===== config.mk =====
export PLATFORM = sky130hd
export DESIGN_NAME = pulse_capture_unit
export DESIGN_NICKNAME = d
export VERILOG_FILES = /design/src/rtl/ppm_pkg.sv /design/src/rtl/ppm_ctrl.sv /design/src/rtl/ppm_datapath.sv /design/src/rtl/ppm_regs.sv /design/src/rtl/pulse_capture_unit.sv
export SDC_FILE = /design/constraint.sdc
export NUM_CORES = 1
export LEC_CHECK = 0
export ABC_CLOCK_PERIOD_IN_PS = 4800
export BUFFER_PORTS_ARGS = -buffer_cell sky130_fd_sc_hd__buf_2
export CAP_MARGIN = 20
export CORE_UTILIZATION = 64
export DETAILED_ROUTE_END_ITERATION = 12
export PLACE_DENSITY = 0.91
export SYNTH_ARGS = -nofsm -noshare
export SYNTH_HDL_FRONTEND = slang
export SYNTH_HIERARCHICAL = 1
export SYNTH_SLANG_ARGS = --single-unit

===== constraint.sdc =====
create_clock -name clk -period 4.8 [get_ports clk]
set_input_delay 0.72 -clock clk [delete_from_list [all_inputs] [get_ports clk]]
set_output_delay 0.72 -clock clk [all_outputs]
set_load 0.005 [all_outputs]

===== src/rtl/ppm_pkg.sv =====
package ppm_pkg;
  localparam int ADDR_W = 3;

  localparam logic [ADDR_W-1:0] A_CTRL   = 3'd0;
  localparam logic [ADDR_W-1:0] A_PSC    = 3'd1;
  localparam logic [ADDR_W-1:0] A_PERIOD = 3'd2;
  localparam logic [ADDR_W-1:0] A_WIDTH  = 3'd3;
  localparam logic [ADDR_W-1:0] A_STATUS = 3'd4;
  localparam logic [ADDR_W-1:0] A_COUNT  = 3'd5;

  // strobes issued by the control to the counter/capture datapath
  typedef struct packed {
    logic clrCnt;
    logic incCnt;
    logic capPeriod;
    logic capWidth;
  } cntStrobes_t;
endpackage


===== src/rtl/ppm_ctrl.sv =====
module ppm_ctrl #(
  parameter int PSC_W = 16
) (
  input  logic                   clk,
  input  logic                   rstN,
  input  logic                   sigIn,
  input  logic                   enable,
  input  logic [PSC_W-1:0]       psc,
  input  logic                   cntSat,
  output ppm_pkg::cntStrobes_t   strobes
);
  logic syncA, sigSync, sigPrev;
  logic rise, fall, tick, armed;
  logic [PSC_W-1:0] psCnt;

  // two-flop synchroniser plus one history flop for edge detection
  always_ff @(posedge clk) begin
    if (!rstN) begin
      syncA   <= 1'b0;
      sigSync <= 1'b0;
      sigPrev <= 1'b0;
    end else begin
      syncA   <= sigIn;
      sigSync <= syncA;
      sigPrev <= sigSync;
    end
  end

  assign rise = sigSync & ~sigPrev;
  assign fall = ~sigSync & sigPrev;
  assign tick = enable && (psCnt == psc);

  always_ff @(posedge clk) begin
    if (!rstN)                      psCnt <= '0;
    else if (!enable || rise || tick) psCnt <= '0;
    else                            psCnt <= psCnt + 1'b1;
  end

  // armed once a rising edge has been seen since enable / saturation
  always_ff @(posedge clk) begin
    if (!rstN)        armed <= 1'b0;
    else if (!enable) armed <= 1'b0;
    else if (rise)    armed <= 1'b1;
    else if (cntSat)  armed <= 1'b0;
  end

  always_comb begin
    strobes.clrCnt    = !enable || rise;
    strobes.incCnt    = tick;
    strobes.capPeriod = enable && rise && armed && !cntSat;
    strobes.capWidth  = enable && fall && armed && !cntSat;
  end


  prescale_gap_chk: assert property (@(posedge clk) disable iff (!rstN)
    (strobes.incCnt && psc != '0) |=> (!strobes.incCnt || psc == '0));
endmodule


===== src/rtl/ppm_datapath.sv =====
module ppm_datapath #(
  parameter int CNT_W = 32
) (
  input  logic                 clk,
  input  logic                 rstN,
  input  ppm_pkg::cntStrobes_t strobes,
  output logic [CNT_W-1:0]     cnt,
  output logic [CNT_W-1:0]     periodCap,
  output logic [CNT_W-1:0]     widthCap,
  output logic                 cntSat
);
  localparam logic [CNT_W-1:0] CNT_MAX = '1;

  assign cntSat = (cnt == CNT_MAX);

  always_ff @(posedge clk) begin
    if (!rstN)                           cnt <= '0;
    else if (strobes.clrCnt)             cnt <= '0;
    else if (strobes.incCnt && !cntSat)  cnt <= cnt + 1'b1;
  end

  always_ff @(posedge clk) begin
    if (!rstN) begin
      periodCap <= '0;
      widthCap  <= '0;
    end else begin
      if (strobes.capPeriod) periodCap <= cnt;
      if (strobes.capWidth)  widthCap  <= cnt;
    end
  end


  no_wrap_chk: assert property (@(posedge clk) disable iff (!rstN)
    (cnt == CNT_MAX && !strobes.clrCnt) |=> cnt == CNT_MAX);


  period_restart_chk: assert property (@(posedge clk) disable iff (!rstN)
    strobes.capPeriod |=> (cnt == '0 && periodCap == $past(cnt)));
endmodule


===== src/rtl/ppm_regs.sv =====
module ppm_regs #(
  parameter int PSC_W  = 16,
  parameter int CNT_W  = 32,
  parameter int DATA_W = 32
) (
  input  logic                       clk,
  input  logic                       rstN,
  input  logic [ppm_pkg::ADDR_W-1:0] regAddr,
  input  logic                       regWe,
  input  logic                       regRe,
  input  logic [DATA_W-1:0]          regWdata,
  output logic [DATA_W-1:0]          regRdata,
  input  logic                       capPeriod,
  input  logic                       capWidth,
  input  logic                       cntSat,
  input  logic [CNT_W-1:0]           cnt,
  input  logic [CNT_W-1:0]           periodCap,
  input  logic [CNT_W-1:0]           widthCap,
  output logic                       enable,
  output logic [PSC_W-1:0]           psc,
  output logic                       periodReq,
  output logic                       widthReq
);
  import ppm_pkg::*;

  logic reqEnP, reqEnW;
  logic perFlag, widFlag, perOver, widOver, toFlag;
  logic rdPer, rdWid, rdStat;
  logic unusedWdata;

  assign unusedWdata = ^regWdata[DATA_W-1:PSC_W];
  assign rdPer  = regRe && regAddr == A_PERIOD;
  assign rdWid  = regRe && regAddr == A_WIDTH;
  assign rdStat = regRe && regAddr == A_STATUS;

  always_ff @(posedge clk) begin
    if (!rstN) begin
      enable <= 1'b0;
      reqEnP <= 1'b0;
      reqEnW <= 1'b0;
      psc    <= '0;
    end else if (regWe) begin
      if (regAddr == A_CTRL) {reqEnW, reqEnP, enable} <= regWdata[2:0];
      if (regAddr == A_PSC)  psc <= regWdata[PSC_W-1:0];
    end
  end

  // flags: a capture wins over a clearing read in the same cycle
  always_ff @(posedge clk) begin
    if (!rstN) begin
      perFlag <= 1'b0; widFlag <= 1'b0;
      perOver <= 1'b0; widOver <= 1'b0;
      toFlag  <= 1'b0;
    end else begin
      perFlag <= (perFlag & ~rdPer) | capPeriod;
      widFlag <= (widFlag & ~rdWid) | capWidth;
      perOver <= (perOver | (capPeriod & perFlag)) & ~rdPer;
      widOver <= (widOver | (capWidth & widFlag)) & ~rdWid;
      toFlag  <= (toFlag & ~rdStat) | cntSat;
    end
  end

  always_ff @(posedge clk) begin
    if (!rstN) begin
      periodReq <= 1'b0;
      widthReq  <= 1'b0;
    end else begin
      periodReq <= capPeriod & reqEnP;
      widthReq  <= capWidth & reqEnW;
    end
  end

  always_comb begin
    regRdata = '0;
    case (regAddr)
      A_CTRL:   regRdata[2:0] = {reqEnW, reqEnP, enable};
      A_PSC:    regRdata[PSC_W-1:0] = psc;
      A_PERIOD: regRdata[CNT_W-1:0] = periodCap;
      A_WIDTH:  regRdata[CNT_W-1:0] = widthCap;
      A_STATUS: regRdata[4:0] = {toFlag, widOver, perOver, widFlag, perFlag};
      A_COUNT:  regRdata[CNT_W-1:0] = cnt;
      default:  regRdata = '0;
    endcase
  end


  overcapture_chk: assert property (@(posedge clk) disable iff (!rstN)
    (perFlag && capPeriod && !rdPer) |=> perOver);


  req_pulse_chk: assert property (@(posedge clk) disable iff (!rstN)
    periodReq |=> !periodReq);
endmodule


===== src/rtl/pulse_capture_unit.sv =====
module pulse_capture_unit #(
  parameter int CNT_W  = 32,
  parameter int PSC_W  = 16,
  parameter int DATA_W = 32
) (
  input  logic                       clk,
  input  logic                       rstN,
  input  logic                       sigIn,
  input  logic [ppm_pkg::ADDR_W-1:0] regAddr,
  input  logic                       regWe,
  input  logic                       regRe,
  input  logic [DATA_W-1:0]          regWdata,
  output logic [DATA_W-1:0]          regRdata,
  output logic                       periodReq,
  output logic                       widthReq
);
  ppm_pkg::cntStrobes_t strobes;
  logic                 enable, cntSat;
  logic [PSC_W-1:0]     psc;
  logic [CNT_W-1:0]     cnt, periodCap, widthCap;

  ppm_ctrl #(.PSC_W(PSC_W)) uCtrl (
    .clk(clk), .rstN(rstN), .sigIn(sigIn), .enable(enable),
    .psc(psc), .cntSat(cntSat), .strobes(strobes)
  );

  ppm_datapath #(.CNT_W(CNT_W)) uDp (
    .clk(clk), .rstN(rstN), .strobes(strobes), .cnt(cnt),
    .periodCap(periodCap), .widthCap(widthCap), .cntSat(cntSat)
  );

  ppm_regs #(.PSC_W(PSC_W), .CNT_W(CNT_W), .DATA_W(DATA_W)) uRegs (
    .clk(clk), .rstN(rstN), .regAddr(regAddr), .regWe(regWe),
    .regRe(regRe), .regWdata(regWdata), .regRdata(regRdata),
    .capPeriod(strobes.capPeriod), .capWidth(strobes.capWidth),
    .cntSat(cntSat), .cnt(cnt), .periodCap(periodCap),
    .widthCap(widthCap), .enable(enable), .psc(psc),
    .periodReq(periodReq), .widthReq(widthReq)
  );


  disabled_quiet_chk: assert property (@(posedge clk) disable iff (!rstN)
    !enable |=> (!periodReq && !widthReq));
endmodule


Word level (Yosys, flattened, before mapping)
Cells that the tools add are included.
{ "totals": {"regBits": 142, "out_inout_bits": 34, "elab_cells": 78} }
{ "classes": {"add_sub_neg": 2, "n_eq_ne": 7, "muxes": 6, "bitwise_logic": 22, "reduce_logical": 22} }
{ "op_table": {"columns": ["cell", "count"], "rows": [
  ["$pmux W16 S3", 1],
  ["$pmux W11 S4", 1],
  ["$add A32 B1 Y32 const B", 1],
  ["$eq A32 B32 Y1 const B", 1],
  ["$pmux W3 S6", 1],
  ["$add A16 B1 Y16 const B", 1],
  ["$eq A16 B16 Y1", 1],
  ["$and A1 B1 Y1", 11],
  ["$logic_and A1 B1 Y1", 11],
  ["$pmux W2 S5", 1],
  ["$eq A3 B2 Y1 const B", 2],
  ["$eq A3 B3 Y1 const B", 2],
  ["$not A1 Y1", 6],
  ["$reduce_and A2 Y1", 3],
  ["$or A1 B1 Y1", 5],
  ["$reduce_or A2 Y1", 2],
  ["$eq A3 B1 Y1 const B", 1],
  ["$logic_not A3 Y1", 1],
  ["$logic_not A1 Y1", 2],
  ["$logic_or A1 B1 Y1", 2],
  ["$mux W1", 2],
  ["$reduce_bool A2 Y1", 1]
]} }

Depth between registers and ports, before layout
Gate-level depths: netlist of the first run.
{ "depth": {"depth_word": 8, "ltp_mapped": 12, "depth_no_buf": 8} }

Modules after synthesis
Netlist of the first run, hierarchy kept.
{ "by_module_without_submodules": {"columns": ["module", "n_inst", "cells_per_inst", "area_per_inst_um2"], "rows": [
  ["ppm_datapath", 1, 425, 4146.5],
  ["ppm_regs", 1, 241, 1849.3],
  ["ppm_ctrl", 1, 114, 1006.0]
]} }

Worst setup path before layout of the first run
Ideal clock, no wire load.
{ "synth_timing": {"path_kind": "register -> register", "from": "reg uCtrl.psCnt[2]", "to": "reg uDp.cnt[15]", "arrival_time_ps": 2744, "setup_slack_ps": 1986, "stages_incl_launch_ff": 11, "n_path_buf": 2, "synth_period_minus_slack_ps": 2814, "path_cell_list": "dfxtp_1 xor2_1 nor4_1 nand2_1 nor4_1 buf_4 clkbuf_1 nand4_1 nor2_1 or4b_2 a21oi_1"} }
{ "synth_between": {"elab_chain_len": 3} }
{ "synth_lines": {"columns": ["item", "line_no", "text"], "rows": [
  ["from (decl)", "ppm_ctrl.sv:14", "logic [PSC_W-1:0] psCnt;"],
  ["from (signal assigned)", "ppm_ctrl.sv:36", "else psCnt <= psCnt + 1'b1;"],
  ["$eq A16 B16 Y1", "ppm_ctrl.sv:31", "assign tick = enable && (psCnt == psc);"],
  ["$logic_and A1 B1 Y1", "ppm_ctrl.sv:31", null],
  ["via uCtrl.tick", "ppm_ctrl.sv:13", "logic rise, fall, tick, armed;"],
  ["$logic_and A1 B1 Y1", "ppm_datapath.sv:19", "else if (strobes.incCnt && !cntSat) cnt <= cnt + 1'b1;"],
  ["to (signal assigned)", "ppm_datapath.sv:19", null],
  ["to (decl)", "ppm_datapath.sv:7", "output logic [CNT_W-1:0] cnt,"]
]} }
The timed path passes the listed nets, and every way through them passes these cells.
A chain may end at the register's enable or synchronous reset.

==> Flow_metrics.wiki, run 1 <==
{| class="wikitable"
! Metric !! Value
|-
| Summed instance area of the synthesized netlist || 7002 µm²
|-
| Destination of the worst hold path || uCtrl/syncA
|-
| Pin count of the biggest net entering global routing || 76
|-
| Critical path type || flop to flop
|-
| Buffers from clock root to sink, at most || 2
|-
| Number of distinct library cell variants in the gate-level netlist after synthesis || 61
|-
| Number of buffers added on ports || 57
|-
| Site row count || 37
|-
| CTS clk-pin slew, worst paths || 60 ps
|-
| Source of the worst hold timing path || sigIn
|-
| HPWL Detailed || 11680 µm
|-
| Count of yosys warnings during synthesis || 6
|-
| Ratio of final minimum period to clock period || 72.25%
|-
| Worst hold path stage count || 2
|-
| Nets@finish || 851
|-
| Area taken by flip-flops and latches || 2843 µm²
|-
| Status || finished, final reports clean
|-
| Clock network latency to the later pin of the worst-skew pair || 550 ps
|-
| Top post-synthesis cells by area || dfxtp_1 (41%), mux2i_1 (10%), nor2b_1 (6.2%), a22oi_1 (4.3%), nand2_1 (4.3%)
|-
| Number of pins with negative max-slew slack in the final report || 0
|-
| Post-placement worst setup slack || 1345 ps
|-
| Core area || 10460 µm²
|-
| Number of setup buffers added after CTS || 0
|-
| Type of the tightest min-delay check || input pin to flop
|-
| Antenna diode count || 0
|-
| Total vias in the final route || 6110
|-
| Most used standard cells in the synthesized netlist || dfxtp_1 (142), nand2_1 (80), mux2i_1 (71)
|-
| Sequential cell area fraction in the yosys report || 40.60%
|-
| Number of antenna-violating nets in the routed design || 0
|-
| Category of the worst setup path launch point || flop
|-
| Initial antenna violation count || 0
|-
| Largest clock skew in the final design || 7.343 ps
|-
| Total Negative Setup Slacks || 0 ps
|-
| DRT iter0 DRCs || 641
|-
| Count leader, synth || dfxtp_1
|-
| Wire length of the first global-routing pass || 29100 µm
|-
| Fillers || 714
|-
| Synth Instances || 780
|-
| Routed WL per cell || 18.74 µm
|-
| Number of enable-type register cells in the synthesized netlist || 0
|-
| Final cell count without fillers || 956
|-
| Worst-case hold slack || 376.4 ps
|-
| FF-to-FF setup slack || 1330 ps
|-
| Top cell type's share of synthesized area || 40.60%
|-
| Post-route minimum period || 3468 ps
|-
| Via count of the first global-routing pass || 6064
|-
| Remaining max-slew budget at the tightest pin || 30.18%
|-
| Die Footprint || 11360 µm²
|-
| Number of violations of the max-capacitance limit || 0
|-
| Final wirelength || 17920 µm
|-
| DR vias/cell || 6.391
|-
| Number of levels in the clock H-tree || 4
|-
| Predominant post-synthesis flop cell || dfxtp_1
|-
| Weighted congestion reported at the end of routability-driven placement || 0.8587
|-
| Number of cell instances on the worst register-to-register path || 9
|-
| Initial Util || 66.92%
|-
| Layout cells sized above 1 || 13.90%
|-
| Req. time, crit path || 5260 ps
|-
| Total instance count after detailed placement || 923
|-
| Critical R2R Capture || uDp/cnt[15]
|-
| Final setup viols || 0
|-
| Total gr overflow || 0
|-
| Total of flip-flops plus latches after synthesis || 142
|-
| Total clock sinks || 142
|-
| Hold buffer count at CTS || 0
|-
| Sum of internal, switching and leakage power || 2.507 mW
|-
| Number of buffers created by CTS || 17
|-
| Net count after synthesis || 823
|-
| Cell type contributing the most total cell area after synthesis || dfxtp_1
|-
| Area used by multi-input combinational logic || 3859 µm²
|-
| Synth async-reset ratio || 0%
|-
| RSZ-0062 raised after global routing || no
|-
| Height of the die || 106.6 µm
|-
| X dimension of the die || 106.6 µm
|-
| Number of DRC violations after detailed routing || 0
|-
| Peak clock frequency supported by timing || 288.4 MHz
|-
| Total leakage power || 2.605 nW
|-
| Root Buffer Master || clkbuf_8
|-
| Final number of hold-violating endpoints || 0
|-
| Endpoint arrival time on the critical path || 3920 ps
|-
| Worst r2r src || uRegs/psc[13]
|-
| Boundary pin count || 74
|-
| Worst-case vdd ir drop || 0.0002738 V
|-
| Actual transition at the worst max-transition pin || 1047 ps
|-
| Timing startpoint of the critical path || uRegs/psc[13]
|-
| Power density over the cells || 319.8 nW/µm²
|-
| Setup slack of the critical path after layout || 1332 ps
|-
| Critical path fanouts, max || 10
|-
| Number of gates resized after CTS || 0
|-
| Detailed Routing Iterations Pass 1 || 6
|-
| TritonCTS clock tree || built
|-
| Overall Global Routing Usage || 32.69%
|-
| Post-Syn Area per Cell || 8.977 µm²
|-
| Area delta synth->final || 11.97%
|-
| Kind of end point of the critical path || flop
|}
[worst max-delay path, cell delays in order, from the launching register on]
cell	delay, ps
dfxtp_1	360
xor2_1	160
nor4_1	430
nand2_1	200
nor4_1	380
buf_4	230
nand4_1	420
nor2_1	350
or4b_2	620
a21oi_1	220
[cells by family (layout without fill, tap and decap cells)]
logic type               after synthesis  count (layout)  synth area share [%]
AND/OR/NAND/NOR                      304             304                 24.48
AO/OA/AOI/OAI                        156             156                 14.51
flip-flops                           142             142                 40.60
multiplexers                          76              76                 11.28
buffers and inverters                 67             107                 4.592
XOR/XNOR                              32              32                 4.003
adder cells (fa/ha/maj)                3               3                0.5362
[routing by layer]
metal	routed length, µm	track usage (%)
met5	0	0
met4	413	13.99
met3	1278	7.660
met2	8932	56.50
met1	7291	38.72
[stage by stage]
stage	util (%)	cell area (µm²)
2_1_floorplan	-	7002
6_report	74.93	7840
4_1_cts	74.56	7801
5_1_grt	74.93	7840
3_5_place_dp	69.30	7251
3_3_place_gp	69.30	7251
[worst max path at each step]
stage	end	slack (ps)	depth (start not counted)
after floorplan	uDp/cnt[15]	1990	10
after global placement	regRdata[3]	1390	6
after detailed placement	regRdata[3]	1340	6
after CTS	regRdata[3]	1330	6
after global routing	regRdata[3]	1250	6
final	uDp/cnt[15]	1330	9
[state kept, by name (all words and copies together), names as in the netlist, 16 cells and up]
| register | count |
|---|---|
| uRegs/psc | 16 |
| uDp/periodCap | 32 |
| uDp/widthCap | 32 |
| uCtrl/psCnt | 16 |
| uDp/cnt | 32 |
[power by group]
group / internal, mW / leakage, nW / switching (mW)
Clock: 0.747 / 0.280 / 0.471
Sequential: 1.18 / 1.14 / 0.00491
Combinational: 0.0351 / 1.18 / 0.0648
Total: 1.97 / 2.61 / 0.541
[final cells by class]
type | count | area share [%]
clock inverters | 7 | 0.7660
clock buffers | 24 | 6.256
well taps | 136 | 2.170
inverters | 9 | 0.4309
multi-input cells | 571 | 49.22
repair buffers | 67 | 4.899
flip-flops and latches | 142 | 36.26
[layout by cell type (no fill, tap or decap), types with 7 or more instances in the layout]
cell type and n:
dfxtp_1 142, nand2_1 80, mux2i_1 71, nor2b_1 68, buf_2 57, a21oi_1 41, a22oi_1 40, nor2_1 36
nand4_1 19, xnor2_1 17, o21ai_0 17, clkbuf_16 16, xor2_1 15, nand3_1 14, o21ai_1 14, and3_1 12
or3_1 12, o22ai_1 11, inv_1 9, and2_1 9, buf_4 8, and4_1 8, nand2b_1 7, nor4_1 7
nor3_1 7
Power figures use the tool's default switching activity.
==> run 2, diff against run 1 <==
Settings changed: ABC_AREA from default to 1, ABC_CLOCK_PERIOD_IN_PS 4800 to 2900, CORE_UTILIZATION 64 to 54, PLACE_DENSITY 0.91 to 0.82.
Clock period 4.8 ns to 2.9 ns, I/O delays scaled along.
==> run 2 against run 1 <==
Effect of this change:
- worst hold slack worse by 180 ps
- sequential share of layout area is 2.3 points lower
- non-clock buffer count is 10 higher
- design area is 6.8% higher
- critical path type unchanged
- synthesized cell count is 44% higher
- first-iteration DRC count is 37% higher
- area after synthesis is 4.6% higher
- via count is 23% higher
- critical endpoint is now uDp/widthCap[24]
- combinational power is 62% higher
==> Flow_metrics.wiki, run 2 <==
{| class="wikitable"
! Metric !! Value
|-
| Site row count || 42
|-
| Hold buffer count at CTS || 0
|-
| Largest clock skew in the final design || 9.054 ps
|-
| Nets@finish || 1217
|-
| DRT iter0 DRCs || 879
|-
| Layout cells sized above 1 || 13.23%
|-
| Buffers from clock root to sink, at most || 2
|-
| Sum of internal, switching and leakage power || 4.567 mW
|-
| Final setup viols || 0
|-
| Largest registers || uDp/cnt (32), uDp/periodCap (32), uDp/widthCap (32)
|-
| Total clock sinks || 142
|-
| RSZ-0062 raised after global routing || no
|-
| Wire length of the first global-routing pass || 33170 µm
|-
| Kind of end point of the critical path || flop
|-
| Initial Util || 55.31%
|-
| Predominant post-synthesis flop cell || dfxtp_1
|-
| Initial antenna violation count || 0
|-
| X dimension of the die || 118.5 µm
|-
| Remaining max-slew budget at the tightest pin || 43.36%
|-
| Most used standard cells in the synthesized netlist || nand2_1 (257), nor2_1 (250), dfxtp_1 (142)
|-
| Detailed Routing Iterations Pass 1 || 6
|-
| Net count after synthesis || 1170
|-
| Number of violations of the max-capacitance limit || 0
|-
| Commonest cells after routing, fill and taps aside || nand2_1 (257), nor2_1 (248), dfxtp_1 (142), inv_1 (86), o21ai_0 (82)
|-
| Pin count of the biggest net entering global routing || 89
|-
| Worst r2r src || uDp/cnt[1]
|-
| Root Buffer Master || clkbuf_16
|-
| Routed WL per cell || 14.53 µm
|-
| Met1 track utilization from global routing || 40.05%
|-
| Area delta synth->final || 14.30%
|-
| Count leader, synth || nand2_1
|-
| Total of flip-flops plus latches after synthesis || 142
|-
| Area taken by flip-flops and latches || 2843 µm²
|-
| Number of enable-type register cells in the synthesized netlist || 0
|-
| Met3 Track Usage GR || 5.068%
|-
| Category of the worst setup path launch point || flop
|-
| Synth async-reset ratio || 0%
|-
| Total Negative Setup Slacks || 0 ps
|-
| CTS clk-pin slew, worst paths || 60 ps
|-
| Number of distinct library cell variants in the gate-level netlist after synthesis || 37
|-
| Final number of hold-violating endpoints || 0
|-
| Total gr overflow || 0
|-
| Fillers || 1193
|-
| Source of the worst hold timing path || sigIn
|-
| Most frequent standard cell in the layout excluding fill and tap cells || nand2_1
|-
| Cell area after placement || 7715 µm²
|-
| Core area || 13240 µm²
|-
| Total instance count after detailed placement || 1331
|-
| Final wirelength || 19810 µm
|-
| Top post-synthesis cells by area || dfxtp_1 (39%), nand2_1 (13%), nor2_1 (13%), o21ai_0 (5.6%), nand3_1 (5.3%)
|-
| Power density over the cells || 545.5 nW/µm²
|-
| Die Footprint || 14030 µm²
|-
| Total vias in the final route || 7495
|-
| TritonCTS clock tree || built
|-
| Number of gates resized after CTS || 0
|-
| Critical path type || flop to flop
|-
| Number of buffers added on ports || 57
|-
| Post-Syn Area per Cell || 6.499 µm²
|-
| Count of yosys warnings during synthesis || 6
|-
| Cell type contributing the most total cell area after synthesis || dfxtp_1
|-
| Clock network latency to the later pin of the worst-skew pair || 430 ps
|-
| Via count of the first global-routing pass || 6792
|-
| Type of the tightest min-delay check || input pin to flop
|-
| Number of antenna-violating nets in the routed design || 0
|-
| Weighted congestion reported at the end of routability-driven placement || 0.9584
|-
| Number of DRC violations after detailed routing || 0
|-
| Post-route design area || 8372 µm²
|-
| Global-route met2 utilization || 46.88%
|-
| Boundary pin count || 74
|-
| Ratio of final minimum period to clock period || 89.14%
|-
| HPWL Detailed || 13360 µm
|-
| Number of pins with negative max-slew slack in the final report || 0
|-
| Worst-case vdd ir drop || 0.0004470 V
|-
| Final cell count without fillers || 1363
|-
| Peak clock frequency supported by timing || 386.8 MHz
|-
| Timing startpoint of the critical path || uDp/cnt[1]
|-
| Height of the die || 118.5 µm
|-
| Actual transition at the worst max-transition pin || 848.7 ps
|-
| Sequential cell area fraction in the yosys report || 38.81%
|-
| Number of buffers created by CTS || 17
|-
| Overall Global Routing Usage || 29.46%
|-
| Synth Instances || 1127
|-
| Area used by multi-input combinational logic || 3850 µm²
|-
| Top cell type's share of synthesized area || 38.81%
|-
| Req. time, crit path || 3260 ps
|-
| Number of levels in the clock H-tree || 4
|-
| Post-route minimum period || 2585 ps
|-
| Status || finished, final reports clean
|-
| Grt peak-use layer || met2
|-
| Total leakage power || 3.496 nW
|-
| Endpoint arrival time on the critical path || 2950 ps
|-
| Number of setup buffers added after CTS || 0
|-
| DR vias/cell || 5.499
|-
| Critical path fanouts, max || 21
|-
| Antenna diode count || 0
|-
| Summed instance area of the synthesized netlist || 7325 µm²
|}
[run 2: changes by cell type in the layout (fill, tap and decap cells not counted), sizes merged, moves of 11 or more]
cell   delta
o21ai    +58
mux2i    -71
nand4    +20
o22ai    -11
or3      -12
xnor2    -13
a22oi    -40
nand3    +68
nor2    +225
inv      +87
and3     -11
a21oi    +18
nand2   +187
nor2b    -69
[run 2: path summary, 6_finish.rpt]
check                                        end  slack, ps  cells after the start
worst max-delay path            uDp/widthCap[24]        310                     13
worst min-delay path                 uCtrl/syncA        200                      3
worst max register to register  uDp/widthCap[24]        310                     13
worst min register to register     uCtrl/sigSync        420                      2
[run 2: report_power, final]
part	total, mW	internal [mW]	switching, mW	leakage (nW)
clock network	2.43	1.59	0.841	0.323
logic	0.162	0.0497	0.112	2.03
registers	1.97	1.96	0.0121	1.15
total	4.57	3.60	0.966	3.50
[run 2: layout make-up]
type	instances	share of cell area (%)
Sequential cell	142	33.96
Tap cell	176	2.630
Multi-Input combinational cell	839	45.99
Clock inverter	11	2.227
Clock buffer	21	5.619
Inverter	97	4.379
Timing Repair Buffer	77	5.201
[run 2: cells by family (layout without fill, tap and decap cells)]
group / Yosys count / count (layout) / share of synthesized area [%]
simple gates: 671 / 671 / 39.53
compound gates: 151 / 151 / 10.71
buf+inv: 146 / 206 / 8.763
flops: 142 / 142 / 38.81
xor+xnor: 14 / 14 / 1.674
fa+ha+maj: 3 / 3 / 0.5125
[run 2: worst max-delay path: stages, from the launching register on]
cell	delay, ps
dfxtp_1	470
ha_1	270
nand2_2	90
nor2_4	160
nand2_2	80
nor2_1	140
nand2_2	90
inv_1	110
nor2_1	70
nand2_1	110
nor3_2	70
inv_1	610
nor2_1	100
nor2_1	130
[run 2: layer usage]
metal,vias up,share of wire [%]
met4,0,1.5
met2,251,46
met5,-,0
met3,30,5.5
li1,3720,-
met1,3494,47
[run 2: through the flow]
| stage | hold WS [ps] | setup WS (ps) | util [%] |
|---|---|---|---|
| floorplan | 390.0 | 620.3 | - |
| global placement | 403.3 | 483.5 | 58.26 |
| detailed placement | 412.2 | 412.0 | 58.26 |
| CTS | 181.2 | 334.9 | 63.22 |
| global route | 210.1 | 66.09 | 63.22 |
| finish | 196.0 | 314.8 | 63.22 |
